<file path="config.mk">
export PLATFORM = sky130hd
export DESIGN_NAME = fanPwmCore
export DESIGN_NICKNAME = d
export VERILOG_FILES = /design/src/rtl/fanPwmPkg.sv /design/src/rtl/fanPwmCtrl.sv /design/src/rtl/fanPwmDatapath.sv /design/src/rtl/fanPwmCore.sv
export SDC_FILE = /design/constraint.sdc
export NUM_CORES = 1
export LEC_CHECK = 0
export ABC_AREA = 1
export BUFFER_PORTS_ARGS = -buffer_cell sky130_fd_sc_hd__buf_2
export CAP_MARGIN = 40
export CORE_MARGIN = 4
export CORE_UTILIZATION = 41
export DETAILED_ROUTE_END_ITERATION = 6
export SLEW_MARGIN = 10
export SYNTH_ARGS = -nofsm -noshare
export SYNTH_HDL_FRONTEND = slang
export SYNTH_SLANG_ARGS = --single-unit
</file>
<file path="constraint.sdc">
create_clock -name clk -period 2.93 [get_ports clk]
set_clock_uncertainty 0.2 [all_clocks]
set_input_delay 0.4395 -clock clk [delete_from_list [all_inputs] [get_ports clk]]
set_output_delay 0.4395 -clock clk [all_outputs]
set_load 0.03 [all_outputs]
</file>
<file path="src/rtl/fanPwmPkg.sv">
package fanPwmPkg;

  // Strobes from the control FSM to the carrier datapath.
  typedef struct packed {
    logic sampleNow;    // capture new duty code on this step
    logic hsAllowed;    // high side may switch on
    logic syncAllowed;  // synchronous low side may switch on
  } pwmStrobe_t;

  typedef enum logic {
    ST_SLEEP = 1'b0,
    ST_RUN   = 1'b1
  } runState_t;

endpackage

</file>
<file path="src/rtl/fanPwmCtrl.sv">
module fanPwmCtrl
  import fanPwmPkg::*;
#(
  parameter int CODE_W   = 8,
  parameter int SLEEP_TH = 72,
  parameter int START_TH = 82
) (
  input  logic              clk,
  input  logic              rstN,
  input  logic [CODE_W-1:0] ctrlCode,
  input  logic              thermalFault,
  input  logic              cpUnderVolt,
  input  logic              turnNext,
  output pwmStrobe_t        strobe,
  output logic              runFlag
);

  localparam logic [CODE_W-1:0] SLEEP_C = CODE_W'(SLEEP_TH);
  localparam logic [CODE_W-1:0] START_C = CODE_W'(START_TH);

  runState_t state, stateNext;

  // Hysteresis: wake strictly above start, drop strictly below sleep.
  always_comb begin
    stateNext = state;
    unique case (state)
      ST_SLEEP: if (ctrlCode > START_C) stateNext = ST_RUN;
      ST_RUN:   if (ctrlCode < SLEEP_C) stateNext = ST_SLEEP;
      default:  stateNext = ST_SLEEP;
    endcase
  end

  always_ff @(posedge clk or negedge rstN) begin
    if (!rstN) state <= ST_SLEEP;
    else       state <= stateNext;
  end

  logic driveOk;
  assign driveOk = (state == ST_RUN) && !thermalFault;

  always_comb begin
    strobe.sampleNow   = turnNext;
    strobe.hsAllowed   = driveOk && !cpUnderVolt;
    strobe.syncAllowed = driveOk;
  end

  assign runFlag = (state == ST_RUN);

endmodule

</file>
<file path="src/rtl/fanPwmDatapath.sv">
module fanPwmDatapath
  import fanPwmPkg::*;
#(
  parameter int CODE_W   = 8,
  parameter int FLOOR    = 51,
  parameter int CEIL     = 235,
  parameter int STEP_DIV = 1,
  parameter int DEAD     = 2
) (
  input  logic              clk,
  input  logic              rstN,
  input  logic [CODE_W-1:0] ctrlCode,
  input  pwmStrobe_t        strobe,
  output logic              turnNext,
  output logic              valleyTick,
  output logic              hsEn,
  output logic              syncEn
);

  localparam logic [CODE_W-1:0] FLOOR_C = CODE_W'(FLOOR);
  localparam logic [CODE_W-1:0] CEIL_C  = CODE_W'(CEIL);
  localparam logic [CODE_W-1:0] CEIL_M1 = CODE_W'(CEIL - 1);
  localparam logic [CODE_W-1:0] FLOOR_P1 = CODE_W'(FLOOR + 1);
  localparam int DIV_W  = (STEP_DIV > 1) ? $clog2(STEP_DIV) : 1;
  localparam int HIST_W = 2 * DEAD + 1;

  // ---------------- carrier step enable ----------------
  logic stepEn;
  generate
    if (STEP_DIV == 1) begin : gNoDiv
      assign stepEn = 1'b1;
    end else begin : gDiv
      logic [DIV_W-1:0] divCnt;
      always_ff @(posedge clk or negedge rstN) begin
        if (!rstN)                               divCnt <= '0;
        else if (divCnt == DIV_W'(STEP_DIV - 1)) divCnt <= '0;
        else                                     divCnt <= divCnt + 1'b1;
      end
      assign stepEn = (divCnt == DIV_W'(STEP_DIV - 1));
    end
  endgenerate

  // ---------------- triangle carrier ----------------
  // dirUp=1 holds values FLOOR..CEIL-1, dirUp=0 holds CEIL..FLOOR+1.
  logic [CODE_W-1:0] carrier;
  logic              dirUp;

  always_ff @(posedge clk or negedge rstN) begin
    if (!rstN) begin
      carrier <= FLOOR_C;
      dirUp   <= 1'b1;
    end else if (stepEn) begin
      if (dirUp) begin
        carrier <= carrier + 1'b1;
        if (carrier == CEIL_M1) dirUp <= 1'b0;
      end else begin
        carrier <= carrier - 1'b1;
        if (carrier == FLOOR_P1) dirUp <= 1'b1;
      end
    end
  end

  assign turnNext   = stepEn && (dirUp ? (carrier == CEIL_M1) : (carrier == FLOOR_P1));
  assign valleyTick = stepEn && dirUp && (carrier == FLOOR_C);

  // ---------------- duty code capture ----------------
  logic [CODE_W-1:0] codeClamped, dutyCode;
  always_comb begin
    if (ctrlCode < FLOOR_C)     codeClamped = FLOOR_C;
    else if (ctrlCode > CEIL_C) codeClamped = CEIL_C;
    else                        codeClamped = ctrlCode;
  end

  always_ff @(posedge clk or negedge rstN) begin
    if (!rstN)                 dutyCode <= FLOOR_C;
    else if (strobe.sampleNow) dutyCode <= codeClamped;
  end

  // Strict compare while rising, inclusive while falling: 2k on-steps per period.
  logic pwmRaw;
  assign pwmRaw = strobe.hsAllowed &&
                  (dirUp ? (carrier < dutyCode) : (carrier <= dutyCode));

  // ---------------- non-overlap window ----------------
  logic [HIST_W-1:0] hist;
  always_ff @(posedge clk or negedge rstN) begin
    if (!rstN) hist <= '0;
    else       hist <= {hist[HIST_W-2:0], pwmRaw};
  end

  assign hsEn   = hist[DEAD] && strobe.hsAllowed;
  assign syncEn = (hist == '0) && strobe.syncAllowed;

endmodule

</file>
<file path="src/rtl/fanPwmCore.sv">
module fanPwmCore
  import fanPwmPkg::*;
#(
  parameter int CODE_W   = 8,
  parameter int FLOOR    = 51,
  parameter int CEIL     = 235,
  parameter int SLEEP_TH = 72,
  parameter int START_TH = 82,
  parameter int STEP_DIV = 1,
  parameter int DEAD     = 2
) (
  input  logic              clk,
  input  logic              rstN,
  input  logic [CODE_W-1:0] ctrlCode,
  input  logic              thermalFault,
  input  logic              cpUnderVolt,
  output logic              hsEn,
  output logic              syncEn,
  output logic              runFlag,
  output logic              valleyTick
);

  pwmStrobe_t strobe;
  logic       turnNext;

  fanPwmCtrl #(
    .CODE_W(CODE_W), .SLEEP_TH(SLEEP_TH), .START_TH(START_TH)
  ) u_ctrl (
    .clk(clk), .rstN(rstN), .ctrlCode(ctrlCode),
    .thermalFault(thermalFault), .cpUnderVolt(cpUnderVolt),
    .turnNext(turnNext), .strobe(strobe), .runFlag(runFlag)
  );

  fanPwmDatapath #(
    .CODE_W(CODE_W), .FLOOR(FLOOR), .CEIL(CEIL),
    .STEP_DIV(STEP_DIV), .DEAD(DEAD)
  ) u_dp (
    .clk(clk), .rstN(rstN), .ctrlCode(ctrlCode), .strobe(strobe),
    .turnNext(turnNext), .valleyTick(valleyTick),
    .hsEn(hsEn), .syncEn(syncEn)
  );

endmodule

</file>
; ---- Word level (Yosys, flattened, before mapping)
; Cells that the tools add are included.
[totals]
ff_bits = 23
input_bits = 12
out_inout_bits = 4
word_cells = 37
[classes]
add_sub_neg = 2
n_lt_le_gt_ge = 6
eq_ne = 3
n_mux = 11
n_bitwise = 1
reduce_logical = 9
[op_table]
columns = cell, n
row1 = 2-to-1 mux 8 bit, 3
row2 = equality test 8 x 6 -> 1 bit (second input constant), 2
row3 = adder 8 x 1 -> 8 bit (second input constant), 1
row4 = equality test 8 bit (second input constant), 1
row5 = > comparator 8 x 7 -> 1 bit (second input constant), 1
row6 = > comparator 8 bit (second input constant), 1
row7 = less-or-equal comparator 8 bit, 1
row8 = less-than comparator 8 x 6 -> 1 bit (second input constant), 1
row9 = less-than comparator 8 x 7 -> 1 bit (second input constant), 1
row10 = less-than comparator 8 bit, 1
row11 = subtractor 8 x 1 -> 8 bit (second input constant), 1
row12 = 2-to-1 mux 1 bit, 7
row13 = logical AND 1 bit, 6
row14 = logical NOT 5 bit, 1
row15 = logical NOT 1 bit, 2
row16 = case mux 1 bit (2 select lines), 1
row17 = inverter 1 bit, 1

; ---- Logic depth before layout (Yosys ltp)
; Gate-level depths: netlist (run 1).
[depth]
word_depth = 4
ltp_mapped = 10
depth_no_buf = 10

; ---- Hierarchy
; From an unflattened synthesis (run 1), not the netlist that was laid out.
[unflattened]
hier_cells = 188
area_unflattened_um2 = 1473.9
[modules_own_cells]
columns = mod, n_inst, cells_per_inst, area_per_inst_um2, seq_area_each_um2
row1 = fanPwmDatapath, 1, 171, 1380.1, 561.8
row2 = fanPwmCtrl, 1, 17, 93.8, 25.0

; ---- Worst setup path after synthesis (run 1)
; Ideal clock, no wire load.
[synth_path]
path_kind = reg-to-output
startpoint = reg u_dp.carrier[4]
endpoint = out valleyTick
arrival_ns = 1.555
required_ns = 2.291
slack_ns = 0.735
path_stages_with_launch = 4
n_path_buf = 0
cell_sequence = dfstp_2 > nand2_2 > nor3_4 > nor3b_1
[synth_via]
elab_chain_len = 2
[synth_rtl]
columns = item, line_no
row1 = start: declaration, fanPwmDatapath.sv:45  ; logic [CODE_W-1:0] carrier;
row2 = start signal: assignment, fanPwmDatapath.sv:54  ; carrier <= carrier + 1'b1;
row3 = start signal: assignment, fanPwmDatapath.sv:57  ; carrier <= carrier - 1'b1;
row4 = equality test 8 x 6 -> 1 bit, fanPwmDatapath.sv:64  ; assign valleyTick = stepEn && dirUp && (carrier == FLOOR_C);
row5 = logical AND 1 bit, fanPwmDatapath.sv:64
row6 = end: declaration, fanPwmCore.sv:20  ; output logic valleyTick
; Every way passes these cells.

; ---- Worst setup path after layout (run 1)
; Same ends and word-level chain as after synthesis.

==> results.sh, run 1 <==
export IMPL_outcome="complete, no violations"
export IMPL_grt_overflow=0
export IMPL_gp_congestion=0.798
export IMPL_finalHoldViolCount=0
export IMPL_fin_ws_ps=721
export IMPL_dieArea_um2=4830
export IMPL_leakage_nw=0.930
export IMPL_num_io_pins=16
export IMPL_start_util_pct=42.4
export IMPL_fin_crit_sh_pct=75.4
export IMPL_ys_flop_type="dfrtp_1"
export IMPL_crit_arrival_ps=1570
export IMPL_endpoint="valleyTick"
export IMPL_rr_startpoint="u_dp.dirUp$_DFF_PN1_"
export IMPL_syn_nets=226
export IMPL_reg2regPathDepth=7
export IMPL_crit_path_end_kind="output pin"
export IMPL_wl_per_cell_um=10.8
export IMPL_crit_cells=4
export IMPL_grt_start_max_net_pins=24
export IMPL_nets=246
export IMPL_synth_fa_ha_area_share_pct=12.6
export IMPL_numCtsBuffers=3
export IMPL_synth_edf_count=0
export IMPL_layout_min_cycle_time_ps=2210
export IMPL_timing_setup_tns_ps=0
export IMPL_path_cells="nand2_2, nor3_4, nor3b_1, buf_2"
export IMPL_drive_above_1_share_pct=19.7
export IMPL_dpl_cell_area_um2=1680
export IMPL_fp_dieH_um=69.5
export IMPL_netlist_area_um2=1550
export IMPL_timing_rr_end="u_dp.carrier[7]$_DFF_PN0_"
export IMPL_synth_top_area_share_pct=22.6
export IMPL_drc=0
export IMPL_cts_max_level=1
export IMPL_setup_viol_count_final=0
export IMPL_power_total_mw=0.561
export IMPL_final_area_um2=1740
export IMPL_maxSlewViolCount=0
export IMPL_crit_type="reg -> out"
export IMPL_cts_max_path_buffers=2
export IMPL_rsz0062_at_grt="false"
export IMPL_crit_path_start_kind="flip-flop"
export IMPL_synth_area_top_cells="dfrtp_1 23%, dfstp_2 15%, nand2_1 15%, ha_1 11%, inv_1 7.0%"
export IMPL_clock_sinks=23
export IMPL_via_per_inst=4.67
export IMPL_hp_class="reg -> reg"
export IMPL_drt_initial_drc_count=37
export IMPL_yosysWarnings=0
export IMPL_rows=22
export IMPL_track_usage_pct=12.9
export IMPL_slowest_delay_ps=610
export IMPL_grt_pass1_vias=1170
export IMPL_synth_seq_cells=23
export IMPL_whs_ps=178
export IMPL_synth_top_family_by_area="simple AND/OR/NAND/NOR gates"
export IMPL_maxCapViolations=0
export IMPL_yosys_area_share_simple_pct=35.1
export IMPL_clk_latency_ps=260
export IMPL_slowest_stage="dfstp_2"
export IMPL_diodes=0
export IMPL_hpwl_mm=2.30
export IMPL_cts_root_buf="clkbuf_8"
export IMPL_drtPass1Iterations=4
export IMPL_irDropWorstVdd_uv=164
export IMPL_yosysSeqAreaShare_pct=37.8
export IMPL_dieWidth_um=69.5
export IMPL_postCtsSetupRepairBufs=0
export IMPL_yosysUniqueCellTypes=27
export IMPL_fmaxAchievable_mhz=453
export IMPL_slew_headroom_pct=64.8
export IMPL_synthArstFlopShare_pct=100
export IMPL_yosysTopAreaCell="dfrtp_1"
export IMPL_core_region_area_um2=3660
export IMPL_required_ps=2290
export IMPL_synth_compound_area_share_pct=4.68
export IMPL_detail_route_antenna_nets=0
export IMPL_cts_clk_slew_worst_paths_ps=80
export IMPL_tightest_slew_ps=528
export IMPL_place_ws_ps=826
export IMPL_cts_tree="built"
export IMPL_synth_xor_area_share_pct=2.26
export IMPL_syn_area_per_cell_um2=7.80
export IMPL_syn_to_final_growth_pct=12.0
export IMPL_pwr_density_cell_nw_per_um2=323
export IMPL_syn_inst=199
export IMPL_antenna_found_initial=0
export IMPL_r2r_setup_slack_ps=840
export IMPL_path_buf_inv=1
export IMPL_vias=1243
export IMPL_portBuffers=15
export IMPL_grt_pass1_wl_mm=5.10
export IMPL_drt_total_wl_mm=2.87
export IMPL_synth_mux_area_share_pct=0
export IMPL_path_max_fanout=5
export IMPL_crit_family="flip-flops"
export IMPL_setup_worst_path_start="u_dp.carrier[4]$_DFF_PN1_"
-- worst min path at each step --
stage | cells past startpoint | slack [ps] | to | from
finish | 0 | 180 | u_dp.hist[4]$_DFF_PN0_ | u_dp.hist[3]$_DFF_PN0_
floorplan | 0 | -60 | u_ctrl.runFlag$_DFF_PN0_ | rstN
detailed placement | 0 | 170 | u_dp.hist[1]$_DFF_PN0_ | u_dp.hist[0]$_DFF_PN0_
global placement | 0 | 160 | u_dp.hist[4]$_DFF_PN0_ | u_dp.hist[3]$_DFF_PN0_
CTS | 0 | 180 | u_dp.hist[4]$_DFF_PN0_ | u_dp.hist[3]$_DFF_PN0_
global route | 3 | 200 | u_ctrl.runFlag$_DFF_PN0_ | ctrlCode[7]
-- metal layers --
metal	up-vias	global-route usage, %	part of all wire (%)
li1	677	-	-
met1	547	18.5	56
met2	14	19.2	40
met3	5	2.03	2.4
met4	0	4.99	1.5
met5	-	0	0
-- cell families (layout without fill, tap and decap cells) --
kind of cell | after synthesis | in the layout
adders and majority gates | 15 | 15
DFF | 23 | 23
xor gates and xnor gates | 4 | 4
buffers and inverters | 31 | 50
and+or+nand+nor | 113 | 113
AOI/OAI and AO/OA | 13 | 13
-- cells in the mapped netlist, types with 3 or more instances --
cell type / number
nand2_1: 61
nor2_1: 10
inv_1: 29
nand3b_1: 3
nand2_2: 3
nand3_1: 18
dfstp_2: 9
nor3_1: 3
nand3_2: 5
dfrtp_1: 14
xor2_1: 3
a21oi_1: 8
ha_1: 14
-- report_power, final --
part	switching (mW)	total (mW)	internal [mW]
clock	0.101	0.195	0.0948
sequential	0.00286	0.325	0.322
combinational	0.0255	0.0403	0.0149
-- flip-flops by register name, summed over array words and instances (netlist names) --
name	cells
u_ctrl.runFlag	1
u_dp.carrier	8
u_dp.dirUp	1
u_dp.dutyCode	8
u_dp.hist	5
-- timing repair --
item / 4_1_cts / 5_1_grt
hold endpoints to repair: 14 / 0
gates resized for setup: 0 / 0
hold buffers: 1 / 0
-- cell usage in the layout (no fill, tap or decap) --
master	n
nand2_1	61
inv_1	29
nand3_1	18
buf_2	15
ha_1	14
dfrtp_1	14
nor2_1	10
dfstp_2	9
a21oi_1	8
nand3_2	5
xor2_1	3
nand2_2	3
nand3b_1	3
nor3_1	3
clkbuf_8	3
a21o_1	2
or2_2	2
nand4_1	2
nor3_2	2
o21ai_0	2
inv_2	1
a21boi_0	1
xnor2_1	1
nor3_4	1
nor3b_1	1
nor4_1	1
nor2_2	1
fa_1	1
clkinv_2	1
dlygate4sd3_1	1
-- through the flow --
stage	instances	util (%)
floorplan	199	-
global placement	261	45.9
detailed placement	261	45.9
CTS	266	47.5
global route	266	47.5
finish	266	47.5
-- worst register-to-register path, cell delays in order, from the launching register on --
cell and delay, ps:
dfstp_2 630, inv_1 190, ha_1 400, a21o_1 190, a21boi_0 210, nand2_1 70, nand2_1 60, nand2_1 40
-- final cells by class --
cell class | count | area (µm²)
Timing Repair Buffer | 16 | 85.1
Clock buffer | 3 | 41.3
Tap cell | 48 | 60.1
Fill cell | 363 | 1920
Inverter | 30 | 113
Multi-Input combinational cell | 145 | 847
Clock inverter | 1 | 5.00
Sequential cell | 23 | 587
Power figures use the tool's default switching activity.
==> inputs of run 2 (changes only) <==
--- a/config.mk
+++ b/config.mk
@@ -5,7 +5,7 @@
 export SDC_FILE = /design/constraint.sdc
 export NUM_CORES = 1
 export LEC_CHECK = 0
-export ABC_AREA = 1
+export ABC_AREA = 0
 export BUFFER_PORTS_ARGS = -buffer_cell sky130_fd_sc_hd__buf_2
 export CAP_MARGIN = 40
 export CORE_MARGIN = 4
==> constraint.sdc (replaced) <==
create_clock -name clk -period 1.8 [get_ports clk]
set_clock_uncertainty 0.2 [all_clocks]
set_input_delay 0.27 -clock clk [delete_from_list [all_inputs] [get_ports clk]]
set_output_delay 0.27 -clock clk [all_outputs]
set_load 0.03 [all_outputs]
==> run 2 against run 1 <==
  * The flow now finishes with violations (setup timing)
  * Synthesized area shrank 11%
  * Clock power grew 22%
  * First-iteration DRC count grew 27%
  * Utilization grew 17 points
  * Critical path type unchanged
==> results.sh, run 2 <==
export IMPL_outcome="complete, but fails checks"
export IMPL_violations="setup timing"
export IMPL_hp_class="in -> reg"
export IMPL_gp_congestion=0.747
export IMPL_setup_worst_path_start="u_dp.carrier[4]$_DFF_PN1_"
export IMPL_whs_ps=38.5
export IMPL_synth_seq_cells=23
export IMPL_cts_clk_slew_worst_paths_ps=120
export IMPL_clk_latency_ps=310
export IMPL_detail_route_antenna_nets=0
export IMPL_required_ps=1330
export IMPL_yosysWarnings=0
export IMPL_nets=217
export IMPL_synth_area_top_cells="dfrtp_1 25%, dfstp_2 17%, ha_1 13%, a21oi_1 4.3%, inv_1 3.5%"
export IMPL_fmaxAchievable_mhz=450
export IMPL_grt_pass1_wl_mm=5.53
export IMPL_hpwl_mm=2.28
export IMPL_crit_path_start_kind="flip-flop"
export IMPL_clock_sinks=23
export IMPL_synth_top_area_share_pct=25.3
export IMPL_syn_nets=159
export IMPL_drt_initial_drc_count=47
export IMPL_fin_ws_ps=-424
export IMPL_crit_path_end_kind="output pin"
export IMPL_cts_root_buf="clkbuf_4"
export IMPL_cts_tree="built"
export IMPL_grt_start_max_net_pins=24
export IMPL_numCtsBuffers=3
export IMPL_ys_flop_type="dfrtp_1"
export IMPL_vias=1197
export IMPL_syn_inst=132
export IMPL_min_from="ctrlCode[2]"
export IMPL_final_common_cell="buf_4"
export IMPL_layout_min_cycle_time_ps=2220
export IMPL_finalHoldViolCount=0
export IMPL_diodes=0
export IMPL_tightest_slew_ps=500
export IMPL_synth_edf_count=0
export IMPL_rsz0062_at_grt="true"
export IMPL_crit_type="reg -> out"
export IMPL_cts_max_level=1
export IMPL_pwr_density_cell_nw_per_um2=418
export IMPL_track_usage_pct=16.5
export IMPL_drc=0
export IMPL_drive_above_1_share_pct=51.3
export IMPL_core_region_area_um2=3150
export IMPL_r2r_setup_slack_ps=-380
export IMPL_drt_total_wl_mm=3.23
export IMPL_dieWidth_um=66.1
export IMPL_portBuffers=15
export IMPL_grt_overflow=0
export IMPL_rows=20
export IMPL_synthArstFlopShare_pct=100
export IMPL_syn_to_final_growth_pct=46.5
export IMPL_start_util_pct=43.9
export IMPL_top_regs="u_dp.carrier (8), u_dp.dutyCode (8), u_dp.hist (5)"
export IMPL_yosysTopAreaCell="dfrtp_1"
export IMPL_maxSlewViolCount=0
export IMPL_num_io_pins=16
export IMPL_rr_startpoint="u_dp.carrier[4]$_DFF_PN1_"
export IMPL_dieArea_um2=4370
export IMPL_cts_max_path_buffers=2
export IMPL_grt_pass1_vias=1262
export IMPL_setup_viol_count_final=16
export IMPL_leakage_nw=0.953
export IMPL_yosysSeqAreaShare_pct=42.4
export IMPL_netlist_area_um2=1390
export IMPL_fin_crit_sh_pct=124
export IMPL_path_max_fanout=2
export IMPL_fp_dieH_um=66.1
export IMPL_synthTopCellsByCount="14 x dfrtp_1, 14 x ha_1, 13 x inv_1"
export IMPL_fin_cells=233
export IMPL_yosysUniqueCellTypes=37
export IMPL_slew_headroom_pct=66.7
export IMPL_via_per_inst=5.14
export IMPL_syn_area_per_cell_um2=10.5
export IMPL_antenna_found_initial=0
export IMPL_crit_arrival_ps=1750
export IMPL_wl_per_cell_um=13.9
export IMPL_drtPass1Iterations=4
export IMPL_layout_common_cells="31 x buf_4, 14 x dfrtp_1, 13 x buf_2, 12 x inv_1, 10 x a21oi_1"
export IMPL_maxCapViolations=0
export IMPL_numPlacedInstances=212
export IMPL_irDropWorstVdd_uv=254
-- run 2: cell types whose count changed in the layout (fill, tap and decap cells not counted), moves of 4 or more --
cell     change
buf_4       +31
nand3_2      -4
ha_1         -5
nand2_1     -55
nand3_1     -16
inv_1       -17
o21ai_2      +5
buf_6        +5
ha_4         +5
nor2_1       -8
-- run 2: final timing paths --
| check | cells past startpoint | to |
|---|---|---|
| setup / recovery | 3 | valleyTick |
| hold reg to reg | 0 | u_dp.hist[2]$_DFF_PN0_ |
| setup reg to reg | 8 | u_dp.dutyCode[3]$_DFFE_PN0P_ |
| max in group asynchronous | 2 | u_dp.dirUp$_DFF_PN1_ |
| min in group asynchronous | 2 | u_dp.dutyCode[6]$_DFFE_PN0P_ |
| hold / removal | 3 | u_dp.dutyCode[2]$_DFFE_PN0P_ |
-- run 2: cell families (layout without fill, tap and decap cells) --
family          count (synthesis)  count (layout)  synth area share [%]
compound gates                 38              38                  18.2
simple gates                   35              35                  15.9
buf+inv                        14              71                  4.97
xor+xnor                        7               7                  4.43
fa+ha+maj                      15              15                  14.1
flops                          23              23                  42.4
-- run 2: repair_timing --
item | 4_1_cts | 5_1_grt
hold buffers | 3 | 1
endpoints found under the hold margin | 16 | 1
gates cloned | 0 | 0
pin swaps | 10 | 6
setup buffers | 11 | 4
endpoints found under the setup margin | 16 | 18
resized for setup | 18 | 9
-- run 2: layout make-up --
cell class / instances / area [µm²]
sequential: 23 / 587
multi-input combinational: 95 / 893
tap: 44 / 55.1
clock buffer: 4 / 26.3
timing repair buffer: 54 / 414
inverter: 13 / 53.8
fill: 283 / 1120
-- run 2: per-stage QoR --
step | total power, mW | TNS [ps] | area, µm² | worst slack, ps | utilization, %
floorplan | 0.566 | -730 | 1430 | -123 | -
global placement | 0.603 | -1310 | 1720 | -141 | 54.5
detailed placement | 0.604 | -1490 | 1720 | -156 | 54.5
CTS | 0.853 | -3210 | 1950 | -439 | 61.9
global route | 0.891 | -5650 | 2030 | -508 | 64.4
finish | 0.848 | -4430 | 2030 | -424 | 64.4
-- run 2: report_power, final --
| group | total [mW] | switching [mW] | internal [mW] |
|---|---|---|---|
| Combinational | 0.0820 | 0.0471 | 0.0350 |
| Sequential | 0.529 | 0.00366 | 0.525 |
| Clock | 0.238 | 0.151 | 0.0865 |
-- run 2: layer usage --
metal	wire, µm	GRT usage, %	vias to the layer above
met5	0	0	-
met4	19	3.05	0
met3	94	4.08	2
met2	1700	30.4	24
met1	1420	19.3	583
li1	-	-	588
-- run 2: critical path, cell delays in order (launching register included) --
cell and delay, ps:
dfstp_2 550, or4bb_4 550, nor3_4 200, buf_6 150
